==> src/rtl/rwb_pkg.sv <==
package rwb_pkg;
  localparam logic [7:0] A_STATUS   = 8'h02;
  localparam logic [7:0] A_BUF_BASE = 8'h10;
  localparam logic [7:0] A_DEV      = 8'h20;
  localparam logic [7:0] A_COUNT    = 8'h21;
  localparam logic [7:0] A_RADDR    = 8'h23;
  localparam logic [7:0] A_MODE     = 8'h24;
  localparam logic [7:0] A_GO       = 8'h25;

  localparam logic [1:0] MODE_HOLD = 2'b00;
  localparam logic [1:0] MODE_FREE = 2'b01;

  // bytes actually sent: requested count, cut so the last address is 0xFF at most
  function automatic logic [8:0] burst_len(input logic [7:0] want, input logic [7:0] base);
    logic [8:0] room;
    room = 9'd256 - {1'b0, base};
    if ({1'b0, want} > room) return room;
    return {1'b0, want};
  endfunction
endpackage

==> src/rtl/rwb_regs.sv <==
module rwb_regs
  import rwb_pkg::*;
#(
  parameter int BUF_DEPTH = 16,
  parameter int ID_W      = 7,
  parameter logic [ID_W-1:0] DEV_RST = 7'h0B,
  localparam int IDX_W    = $clog2(BUF_DEPTH)
) (
  input  logic             clk,
  input  logic             rst_n,
  input  logic             wr_en,
  input  logic [7:0]       addr,
  input  logic [7:0]       wdata,
  input  logic             busy,
  input  logic             done,
  input  logic [IDX_W-1:0] rd_idx,
  output logic [7:0]       rdata,
  output logic [ID_W-1:0]  dev_id,
  output logic [IDX_W-1:0] count,
  output logic [7:0]       base,
  output logic [1:0]       mode,
  output logic [7:0]       buf_byte
);
  logic [7:0] stage [BUF_DEPTH];
  logic       in_buf;
  logic [7:0] buf_off;

  assign buf_off = addr - A_BUF_BASE;
  assign in_buf  = (addr >= A_BUF_BASE) && (buf_off < 8'(BUF_DEPTH));

  for (genvar g = 0; g < BUF_DEPTH; g++) begin : g_stage
    always_ff @(posedge clk or negedge rst_n) begin
      if (!rst_n)
        stage[g] <= '0;
      else if (wr_en && addr == 8'(A_BUF_BASE + g))
        stage[g] <= wdata;
    end
  end

  always_ff @(posedge clk or negedge rst_n) begin
    if (!rst_n) begin
      dev_id <= DEV_RST;
      count  <= '0;
      base   <= 8'h80;
      mode   <= MODE_HOLD;
    end else if (wr_en) begin
      case (addr)
        A_DEV:   dev_id <= wdata[ID_W-1:0];
        A_COUNT: count  <= wdata[IDX_W-1:0];
        A_RADDR: base   <= wdata;
        A_MODE:  mode   <= wdata[1:0];
        default: ;
      endcase
    end
  end

  assign buf_byte = stage[rd_idx];

  always_comb begin
    rdata = '0;
    if (in_buf) rdata = stage[buf_off[IDX_W-1:0]];
    else begin
      case (addr)
        A_STATUS: rdata = {done, 7'b0};
        A_DEV:    rdata = 8'(dev_id);
        A_COUNT:  rdata = 8'(count);
        A_RADDR:  rdata = base;
        A_MODE:   rdata = {6'b0, mode};
        A_GO:     rdata = {7'b0, busy};
        default:  rdata = '0;
      endcase
    end
  end
endmodule

==> src/rtl/rwb_seq.sv <==
module rwb_seq
  import rwb_pkg::*;
#(
  parameter int BUF_DEPTH = 16,
  parameter int ID_W      = 7,
  localparam int IDX_W    = $clog2(BUF_DEPTH),
  localparam int LEN_W    = IDX_W + 1
) (
  input  logic             clk,
  input  logic             rst_n,
  input  logic             start_req,
  input  logic [ID_W-1:0]  dev_id,
  input  logic [IDX_W-1:0] count,
  input  logic [7:0]       base,
  input  logic             link_ack,
  output logic             busy,
  output logic             start_ok,
  output logic             done_evt,
  output logic [IDX_W-1:0] idx,
  output logic [ID_W-1:0]  dev_lat,
  output logic [7:0]       cur_addr
);
  logic [LEN_W-1:0] len_lat;
  logic [7:0]       base_lat;
  logic             last;
  logic             xfer;

  assign start_ok = start_req && !busy;
  assign xfer     = busy && link_ack;
  assign last     = ({1'b0, idx} == len_lat - 1'b1);
  assign done_evt = xfer && last;
  assign cur_addr = base_lat + 8'(idx);

  always_ff @(posedge clk or negedge rst_n) begin
    if (!rst_n) begin
      busy     <= 1'b0;
      idx      <= '0;
      len_lat  <= '0;
      base_lat <= '0;
      dev_lat  <= '0;
    end else if (start_ok) begin
      busy     <= 1'b1;
      idx      <= '0;
      len_lat  <= LEN_W'(burst_len(8'(count) + 8'd1, base));
      base_lat <= base;
      dev_lat  <= dev_id;
    end else if (done_evt) begin
      busy <= 1'b0;
    end else if (xfer) begin
      idx <= idx + 1'b1;
    end
  end
endmodule

==> src/rtl/remote_wr_bridge.sv <==
module remote_wr_bridge
  import rwb_pkg::*;
#(
  parameter int BUF_DEPTH = 16,
  parameter int ID_W      = 7,
  parameter logic [ID_W-1:0] DEV_RST = 7'h0B,
  localparam int IDX_W    = $clog2(BUF_DEPTH)
) (
  input  logic            clk,
  input  logic            rst_n,
  input  logic [7:0]      hb_addr,
  input  logic [7:0]      hb_wdata,
  input  logic            hb_we,
  output logic [7:0]      hb_rdata,
  output logic            hb_ready,
  output logic            link_valid,
  output logic [ID_W-1:0] link_dev_id,
  output logic [7:0]      link_reg_addr,
  output logic [7:0]      link_data,
  input  logic            link_ack,
  output logic            irq_n
);
  logic             wr_en;
  logic             start_req;
  logic             start_ok;
  logic             status_clr;
  logic             done_evt;
  logic             busy;
  logic             done;
  logic             hold;
  logic [IDX_W-1:0] idx;
  logic [ID_W-1:0]  dev_id;
  logic [IDX_W-1:0] count;
  logic [7:0]       base;
  logic [1:0]       mode;

  assign hb_ready   = !(busy && hold);
  assign wr_en      = hb_we && hb_ready;
  assign start_req  = wr_en && (hb_addr == A_GO) && hb_wdata[0];
  assign status_clr = wr_en && (hb_addr == A_STATUS);

  rwb_regs #(.BUF_DEPTH(BUF_DEPTH), .ID_W(ID_W), .DEV_RST(DEV_RST)) u_regs (
    .clk(clk), .rst_n(rst_n), .wr_en(wr_en), .addr(hb_addr), .wdata(hb_wdata),
    .busy(busy), .done(done), .rd_idx(idx), .rdata(hb_rdata), .dev_id(dev_id),
    .count(count), .base(base), .mode(mode), .buf_byte(link_data)
  );

  rwb_seq #(.BUF_DEPTH(BUF_DEPTH), .ID_W(ID_W)) u_seq (
    .clk(clk), .rst_n(rst_n), .start_req(start_req), .dev_id(dev_id),
    .count(count), .base(base), .link_ack(link_ack), .busy(busy),
    .start_ok(start_ok), .done_evt(done_evt), .idx(idx),
    .dev_lat(link_dev_id), .cur_addr(link_reg_addr)
  );

  assign link_valid = busy;

  always_ff @(posedge clk or negedge rst_n) begin
    if (!rst_n) begin
      done <= 1'b0;
      hold <= 1'b0;
    end else begin
      if (done_evt)        done <= 1'b1;
      else if (status_clr) done <= 1'b0;
      if (start_ok)        hold <= (mode == MODE_HOLD);
      else if (done_evt)   hold <= 1'b0;
    end
  end

  assign irq_n = !done;
endmodule

==> config.mk <==
export PLATFORM = sky130hd
export DESIGN_NAME = remote_wr_bridge
export DESIGN_NICKNAME = d
export VERILOG_FILES = /design/src/rtl/rwb_pkg.sv /design/src/rtl/rwb_regs.sv /design/src/rtl/rwb_seq.sv /design/src/rtl/remote_wr_bridge.sv
export SDC_FILE = /design/constraint.sdc
export NUM_CORES = 1
export LEC_CHECK = 0
export BUFFER_PORTS_ARGS = -buffer_cell sky130_fd_sc_hd__buf_2
export CAP_MARGIN = 5
export CORE_AREA = 2 2 129 131
export CTS_CLUSTER_SIZE = 16
export DETAILED_ROUTE_END_ITERATION = 16
export DIE_AREA = 0 0 131 133
export GPL_TIMING_DRIVEN = 0
export PLACE_DENSITY = 0.88
export SLEW_MARGIN = 20
export SYNTH_ARGS = -nofsm -noshare
export SYNTH_HDL_FRONTEND = slang
export SYNTH_SLANG_ARGS = --single-unit
export TNS_END_PERCENT = 1
==> constraint.sdc <==
create_clock -name clk -period 4.6 [get_ports clk]
set_input_delay 0.69 -clock clk [delete_from_list [all_inputs] [get_ports clk]]
set_output_delay 0.69 -clock clk [all_outputs]
set_load 0.05 [all_outputs]
# Word-level counts from Yosys, hierarchy flattened
# Cells that the tools add are included.
[classes]
n_addsub = 6
n_lt_le_gt_ge = 5
n_eq_ne = 24
muxes = 20
bitwise_logic = 2
n_reduce_logical = 37
[op_table]
columns = ["cell", "count"]
rows = [
  ["$eq 8x5->1 const B", 16],
  ["$bmux 8 s4", 2],
  ["$pmux 8 s6", 1],
  ["$eq 8x6->1 const B", 5],
  ["$mux 8", 5],
  ["$logic_and 1x1->1", 25],
  ["$mux 4", 3],
  ["$ge 5x5->1 const B", 2],
  ["$mux 5", 2],
  ["$not 4->5", 2],
  ["$reduce_and 2->1", 5],
  ["$gt 5x9->1", 1],
  ["$sub 9x8->9 const A", 1],
  ["$add 8x4->8", 1],
  ["$eq 8x2->1 const B", 1],
  ["$ge 8x5->1 const B", 1],
  ["$lt 8x5->1 const B", 1],
  ["$sub 8x5->8 const B", 1],
  ["$mux 1", 7],
  ["$reduce_bool 2->1", 3],
  ["$add 4x1->5 const B", 1],
  ["$eq 4x5->1", 1],
  ["$sub 5x1->5 const B", 1],
  ["$add 4x1->4 const B", 1],
  ["3 further kinds", 5],
]
[totals]
register_bits = 176
in_bits = 20
output_inout_bits = 34

# Depth between registers and ports, before layout
# Gate-level depths: netlist of the first run.
[depth]
word_depth = 8
mapped_depth = 10

# Modules after synthesis
# From an unflattened synthesis of the first run, not the netlist that was laid out.
[hier_totals]
cells_unflattened = 698
area_unflattened_um2 = 9735.6
[modules_own_cells]
columns = ["module", "n_inst", "cells_per_inst", "area_per_inst_um2", "seq_area_each_um2"]
rows = [
  ["rwb_regs", 1, 502, 7953.9, 3733.6],
  ["rwb_seq", 1, 181, 1644.1, 625.6],
  ["remote_wr_bridge", 1, 15, 137.6, 50.0],
]

# Worst setup path after synthesis of the first run
# OpenSTA, ideal clock, no wires.
[synth_timing]
path_type = "in2out"
from = "input port hb_addr[0]"
to = "output port hb_rdata[4]"
t_arrival_ns = 2.681
path_slack_ns = 1.229
stages = 6
n_path_buf = 3
cell_sequence = "buf_2 -> buf_6 -> buf_2 -> mux4_2 -> mux2i_1 -> o21ai_0"
[synth_between]
elab_chain_cells = 6
elab_cells_between_ends = 16
classes_between = "add/sub: 1; order compare: 2; eq/ne: 6; mux: 5; bitwise: 1; reduce/logical: 1"
[synth_rtl]
columns = ["item", "line_no", "source"]
rows = [
  ["start: declaration", "remote_wr_bridge.sv:11", "input logic [7:0] hb_addr,"],
  ["$sub 8x5->8", "rwb_regs.sv:28", "assign buf_off = addr - A_BUF_BASE;"],
  ["$not 4->5 (not written as such)", "rwb_regs.sv:61", "if (in_buf) rdata = stage[buf_off[IDX_W-1:0]];"],
  ["$bmux 8 s4", "rwb_regs.sv:61", ""],
  ["$mux 8 (not written as such) (2 in a row)", "rwb_regs.sv:61", ""],
  ["$mux 8 *", "rwb_regs.sv:61", ""],
  ["end: declaration", "remote_wr_bridge.sv:14", "output logic [7:0] hb_rdata,"],
]
# Every way passes the cells marked *; elsewhere a longest branch is shown, timed or not. The select of a mux whose other input is x is not followed.

# Worst setup path after layout of the first run
[layout_timing]
from = "register u_seq.idx[2]"
to = "output port link_data[3]"
[layout_between]
elab_chain_cells = 4
[layout_rtl]
columns = ["item", "line_no", "source"]
rows = [
  ["start: declaration", "rwb_seq.sv:19", "output logic [IDX_W-1:0] idx,"],
  ["start signal: assignment", "rwb_seq.sv:50", "idx <= idx + 1'b1;"],
  ["$not 4->5 (not written as such)", "rwb_regs.sv:57", "assign buf_byte = stage[rd_idx];"],
  ["$bmux 8 s4", "rwb_regs.sv:57", ""],
  ["$mux 8 (not written as such) (2 in a row)", "rwb_regs.sv:57", ""],
  ["end: declaration", "remote_wr_bridge.sv:19", "output logic [7:0] link_data,"],
]
# No other way between the ends. The select of a mux whose other input is x is not followed.

==> results by group, run 1 <==
Clock tree
  – Clock Root Buffer: clkbuf_16
  – CTS hold repair buffers: 0
  – Post-CTS resize count: 0
  – Clk Latency, worst-skew pair: ~0.44 ns
  – CTS tree: done
  – Post-CTS setup buffers: 0
  – CTS sink cnt: about 180
  – Cts bufs inserted: 17
  – Worst-path clk slew: 0.07 ns
  – CTS H-tree lvls: 4
  – Max Buffers Root-to-Sink: 2

Finish
  – Final #Nets: around 830
  – Most common cell after layout, fill and taps aside: dfrtp_1
  – FILL cells: around 1100
  – Ant diodes: 0
  – Area delta synth->final: 11.58%
  – Commonest cells after routing, fill and taps aside: dfrtp_1, mux2_2, nand2_1
  – Finished layout cell area: ~11000 um2
  – Share of cells above drive strength 1: a little over two fifths

Route
  – Avg WL per Cell: around 25 um
  – Routed WL: ~26 mm
  – Remaining DRCs: 0
  – Vias per inst: between 6 and 7
  – Final ANT Viol Nets: 0
  – 1st-iter DRT viols: between 800 and 900
  – Vias: 6910
  – DR pass1 iterations: 7

Timing
  – Unrepaired setup endpoints after global routing: false
  – Setup TNS: 0 ns
  – Final Setup Violations: 0
  – Final clock skew: a little over 0.006 ns
  – Fin crit share: 80.33%
  – Slew Limit Fails: 0
  – Hold WS: 0.2768 ns
  – FMAX: 270.6 MHz
  – Slew HR: between 40% and 50%
  – Worst Max-Slew Pin Slew: ~0.78 ns
  – Hold Vio Cnt, Final: 0
  – Min Tclk post-route: about 3.7 ns

Yosys
  – Ys flop type: dfrtp_1
  – Yosys top cell by area: dfrtp_1
  – Register area share after synthesis: a little under half
  – Post-Syn Area: slightly below 10000 um2
  – Synth unique cells: 57
  – Ys async rst share: 100.0%
  – Yosys top cell area share: approximately 45%
  – Synth warnings: 0
  – Post-synth EDFFs: 0
  – Ranking of synthesized cells by area: dfrtp_1, mux2_2, mux4_2, nand2_1, mux2i_1
  – Yosys reg bits: between 150 and 200
  – Synthesized instance count: ~730
  – Syn Area/Cell: ~13 um2
  – Syn_nets: ~770

Global route
  – Met3 Track Usage GR: between 8 and 9%
  – GRT met2 Usage: between 40% and 50%
  – Grt ovf: 0
  – Met1 usage in global routing: 41.47%
  – GRT Total Usage: a little under a third
  – Largest net degree at the start of global routing: slightly above 100
  – GRT busiest layer: met2
  – Initial antenna violation count: 0
  – First-pass GRT wire length: between 30 and 40 mm
  – Number of global-route vias before repair: just over 7000

Pwr
  – Leak Pwr: 5.034 nW
  – VDD IR max: roughly 0.00025 V
  – Power per cell area: about 350 nW/um2

Setup path
  – Crit Path Max Fanout: 10
  – Most frequent CP cell: buf_2
  – Crit start category: flip-flop
  – CP peak stage delay: around 0.61 ns
  – CP delay by family, top: buffers and inverters
  – CP Data Required Time: slightly below 4 ns
  – Worst Path Arrival: roughly 3.0 ns
  – Buf/Inv on CP: 4
  – CP endpoint kind: primary output
  – Setup CP Type: reg -> out
  – Worst-path cell chain: buf_2 -> buf_2 -> buf_2 -> mux2i_1 -> a21oi_1 -> buf_2
  – Critical-path top delay cell: dfrtp_1

Place
  – Post-DP HPWL: 17.41 mm
  – Placed cell areas: approximately 10000 um2
  – Placer Congestion: ~0.9
  – I/O Buffers: 47

Die
  – Die Area: ~17000 um2
  – Placeable core region: approximately 16000 um2
  – # rows: 47
  – Chip width: between 100 and 150 um
  – IO Count: 54
  – Initial core utilization: between 50% and 60%
  – Die Y: 133 um

Hold path
  – Worst hold path type: in -> async

Outcome
  – Status: finished, final reports clean

Run
  – Max-Cap Viols: 0
[metrics by stage]
stage	utilization, %	instances	setup slack [ns]	power [W]
after floorplan	-	732	1.229	0.002194
after detailed placement	63.17	1000	1.100	0.002411
final	66.71	1032	0.9050	0.003820
after global placement	62.94	999	0.1495	0.002386
after global routing	66.71	1032	0.8985	0.003932
after CTS	66.71	1032	1.022	0.003807
[layer usage]
| metal | share of wire (%) | wire, um |
|---|---|---|
| met1 | 38 | 9809 |
| met2 | 49 | 12580 |
| met3 | 9.6 | 2480 |
| met4 | 3.7 | 962 |
| met5 | 0 | 0 |
[synthesized netlist by cell type (all sizes together), types with 8 or more instances]
cell type	instances
dfrtp	172
mux2	153
nand2	76
mux4	64
buf	28
mux2i	27
nor2	23
clkbuf	19
a21oi	18
o21ai	17
nand3	16
ha	12
and2	11
inv	10
a211oi	9
xnor2	9
nor3	8
[where the power goes]
| group | switching [W] | internal [W] | total (W) |
|---|---|---|---|
| Combinational | 0.000422 | 0.000292 | 0.000714 |
| Sequential | 0.0000638 | 0.00162 | 0.00168 |
| Clock | 0.000656 | 0.000766 | 0.00142 |
[logic make-up (layout without fill, tap and decap cells)]
logic type / Yosys count / count (layout) / synth area share, %
muxes: 244 / 244 / 35.52
DFF: 176 / 176 / 45.61
and+or+nand+nor: 159 / 159 / 8.322
AOI/OAI and AO/OA: 69 / 69 / 4.646
buffers and inverters: 57 / 137 / 2.873
xor gates and xnor gates: 14 / 14 / 1.268
adders and majority gates: 13 / 13 / 1.760
[final cells by class]
type / count / area [um2] / share of cell area [%]
multi-input combinational: 499 / 4981 / 46.17
sequential: 176 / 4409 / 40.87
clock buffer: 18 / 439.2 / 4.071
tap: 220 / 275.3 / 2.552
timing repair buffer: 48 / 272.8 / 2.528
buffer: 47 / 240.2 / 2.227
clock inverter: 14 / 132.6 / 1.229
inverter: 10 / 37.54 / 0.3479
[path summary, 6_finish.rpt]
path / start / endpoint / slack [ns] / cells past startpoint
setup / recovery: u_seq.idx[2]$_DFFE_PN0P_ / link_data[3] / 0.91 / 6
hold / removal: rst_n / u_seq.len_lat[2]$_DFFE_PN0P_ / 0.28 / 1
setup reg to reg: u_regs.base[0]$_DFFE_PN0P_ / u_seq.len_lat[1]$_DFFE_PN0P_ / 2.26 / 10
hold reg to reg: u_seq.dev_lat[6]$_DFFE_PN0P_ / u_seq.dev_lat[6]$_DFFE_PN0P_ / 0.47 / 2
max in group asynchronous: rst_n / u_regs.stage[35]$_DFFE_PN0P_ / 3.49 / 2
min in group clk: u_seq.dev_lat[6]$_DFFE_PN0P_ / u_seq.dev_lat[6]$_DFFE_PN0P_ / 0.47 / 2
[flip-flops by register name, indices dropped and copies added, names as in the netlist]
name            flops
u_regs.stage      128
u_regs.mode         2
u_regs.base         8
hold                1
u_regs.dev_id       7
u_seq.base_lat      8
u_seq.dev_lat       7
u_seq.len_lat       5
u_regs.count        4
u_seq.idx           4
u_seq.busy          1
done                1
No activity file was read; power rests on OpenSTA's default activity.
==> inputs of run 2 (changes only) <==
--- a/config.mk
+++ b/config.mk
@@ -7,12 +7,12 @@
 export LEC_CHECK = 0
 export BUFFER_PORTS_ARGS = -buffer_cell sky130_fd_sc_hd__buf_2
 export CAP_MARGIN = 5
-export CORE_AREA = 2 2 129 131
+export CORE_AREA = 2 2 135 137
 export CTS_CLUSTER_SIZE = 16
 export DETAILED_ROUTE_END_ITERATION = 16
-export DIE_AREA = 0 0 131 133
+export DIE_AREA = 0 0 137 139
 export GPL_TIMING_DRIVEN = 0
-export PLACE_DENSITY = 0.88
+export PLACE_DENSITY = 0.85
 export SLEW_MARGIN = 20
 export SYNTH_ARGS = -nofsm -noshare
 export SYNTH_HDL_FRONTEND = slang
==> constraint.sdc (replaced) <==
create_clock -name clk -period 3.01 [get_ports clk]
set_input_delay 0.4515 -clock clk [delete_from_list [all_inputs] [get_ports clk]]
set_output_delay 0.4515 -clock clk [all_outputs]
set_load 0.05 [all_outputs]
==> run 2 against run 1 <==
Power up 60%. First-iteration DRC count down 3.9%. Register-to-register slack worse by 1.7 ns. Largest power group unchanged. Global-route usage down 3.3 points. Clock skew up 0.00071 ns.
==> results by group, run 2 (synthesis gave the netlist of run 1 again) <==
Die
  – Placeable core region: 17660 um2
  – IO Count: 54
  – Chip width: around 140 um
  – Die Area: 19040 um2
  – # rows: just under 50
  – Die Y: roughly 140 um
  – Initial core utilization: 54.75%

Pwr
  – Leak Pwr: 5.118 nW
  – VDD IR max: between 0.0004 and 0.0005 V
  – Power per cell area: approximately 550 nW/um2

Clock tree
  – Clk Latency, worst-skew pair: approximately 0.45 ns
  – Clock Root Buffer: clkbuf_16
  – Cts bufs inserted: 17
  – CTS sink cnt: roughly 180
  – CTS tree: done
  – Max Buffers Root-to-Sink: 2
  – Worst-path clk slew: ~0.070 ns
  – CTS H-tree lvls: 4

Finish
  – Util after Layout: between 60 and 70%
  – Area delta synth->final: 14.18%
  – Max reg flops: roughly 130
  – Share of cells above drive strength 1: 44.36%
  – Most common cell after layout, fill and taps aside: dfrtp_1
  – Finished layout cell area: ~11000 um2
  – Biggest regs: u_regs.stage (128), u_regs.base (8), u_seq.base_lat (8)
  – Final #Nets: around 840
  – Commonest cells after routing, fill and taps aside: dfrtp_1, mux2_2, nand2_1
  – Biggest register: u_regs.stage
  – Ant diodes: 0

Timing
  – Min Tclk post-route: between 2 and 3 ns
  – Slew Limit Fails: 0
  – Hold Vio Cnt, Final: 0
  – Slew HR: 48.89%
  – FMAX: roughly 340 MHz
  – Setup TNS: 0 ns
  – Fin crit share: 98.23%
  – Worst Max-Slew Pin Slew: ~0.77 ns
  – Final clock skew: around 0.0067 ns
  – Setup WS post-layout: between 0.05 and 0.06 ns
  – Unrepaired setup endpoints after global routing: true
  – Final Setup Violations: 0
  – Hold WS: around 0.36 ns

Outcome
  – Status: finished, final reports clean

Setup path
  – CP peak stage delay: approximately 0.34 ns
  – Buf/Inv on CP: 4
  – Worst Path Arrival: 2.51 ns
  – Critical-path top delay cell: clkbuf_4
  – RR Endpoint: u_seq.len_lat[1]$_DFFE_PN0P_
  – CP Data Required Time: between 2 and 3 ns
  – R2R Setup Slk: roughly 0.6 ns
  – Setup CP Type: in -> out
  – Crit start category: input pin
  – Reg-to-Reg Start: u_regs.base[0]$_DFFE_PN0P_
  – Worst-path cell chain: clkbuf_1 -> clkbuf_4 -> buf_4 -> mux4_2 -> mux2i_1 -> o21ai_0 -> buf_2
  – CP delay by family, top: buffers and inverters
  – Crit Path Max Fanout: 10
  – Worst reg2reg path depth: 10
  – CP endpoint kind: primary output

Place
  – Post-DP HPWL: between 15 and 20 mm
  – I/O Buffers: 47
  – Placed cell areas: ~10000 um2
  – DP Worst Slack: -0.04172 ns
  – Placer Congestion: approximately 0.92

Global route
  – GRT Total Usage: 28.08%
  – Number of global-route vias before repair: around 7000
  – Initial antenna violation count: 0
  – Largest net degree at the start of global routing: roughly 100
  – First-pass GRT wire length: about 39 mm
  – Grt ovf: 0

Hold path
  – Hold EP: u_regs.stage[60]$_DFFE_PN0P_
  – Worst Hold Launch: hb_wdata[4]
  – WHS Path Cells: 2
  – Worst hold path type: in -> reg

Route
  – Vias: just under 7000
  – Met3 Wirelength: 2.188 mm
  – Remaining DRCs: 0
  – Avg WL per Cell: 24.34 um
  – Top sig layer: met4
  – Met2 wire length: 12.17 mm
  – DR pass1 iterations: 5
  – Final ANT Viol Nets: 0
  – 1st-iter DRT viols: roughly 800
  – Routed WL: around 25 mm
  – Vias per inst: between 6 and 7
  – WL met1: 10.14 mm

Run
  – Max-Cap Viols: 0
run 2: cell types whose count changed in the layout (fill, tap and decap cells not counted), sizes merged:
cell and delta:
clkbuf +5, buf -2, bufinv +2, clkinvlp -2
dlygate4sd3 +1
run 2: per-stage QoR:
step / std cells / power (W)
after global placement: 1008 / 0.003637
after CTS: 1042 / 0.006049
after floorplan: 732 / 0.003353
after global routing: 1045 / 0.006282
final: 1045 / 0.006103
after detailed placement: 1009 / 0.003674
run 2: how the worst max path moves through the flow:
stage | startpoint | end | slack, ns | depth (start not counted)
after global placement | rst_n | u_regs.stage[11]$_DFFE_PN0P_ | -1.22 | 1
after CTS | u_seq.idx[0]$_DFFE_PN0P_ | link_data[5] | -0.007 | 7
final | hb_addr[1] | hb_rdata[4] | 0.05 | 7
after global routing | u_seq.idx[0]$_DFFE_PN0P_ | link_reg_addr[6] | -0.02 | 10
after detailed placement | hb_addr[0] | hb_rdata[5] | -0.04 | 7
after floorplan | hb_addr[0] | hb_rdata[4] | 0.12 | 6
run 2: timing repair:
action / in CTS / in global routing
pin swaps: 0 / 1
cloned: 0 / 0
gates resized for setup: 28 / 18
hold endpoints to repair: 11 / 0
buffers inserted: 0 / 3
endpoints found under the setup margin: 14 / 9
hold buffers: 1 / 0
run 2: routing by layer:
layer | track usage, % | vias up
met5 | 0 | -
li1 | - | 2870
met3 | 6.287 | 85
met2 | 43.68 | 372
met4 | 12.70 | 0
met1 | 37.86 | 3541
run 2: report_power, final:
| group | internal (W) | switching [W] |
|---|---|---|
| combinational | 0.000531 | 0.000650 |
| sequential | 0.00248 | 0.0000978 |
| clock | 0.00134 | 0.00101 |
| total | 0.00435 | 0.00176 |
run 2: layout make-up:
| type | instances | area [um2] |
|---|---|---|
| well taps | 229 | 286.5 |
| clock buffers | 18 | 439.2 |
| fillers | 1293 | 6618 |
| multi-input cells | 499 | 5045 |
| flip-flops and latches | 176 | 4410 |
| repair buffers | 52 | 317.8 |
| plain buffers | 47 | 319.1 |
| inverters | 10 | 40.04 |
| clock inverters | 14 | 181.4 |
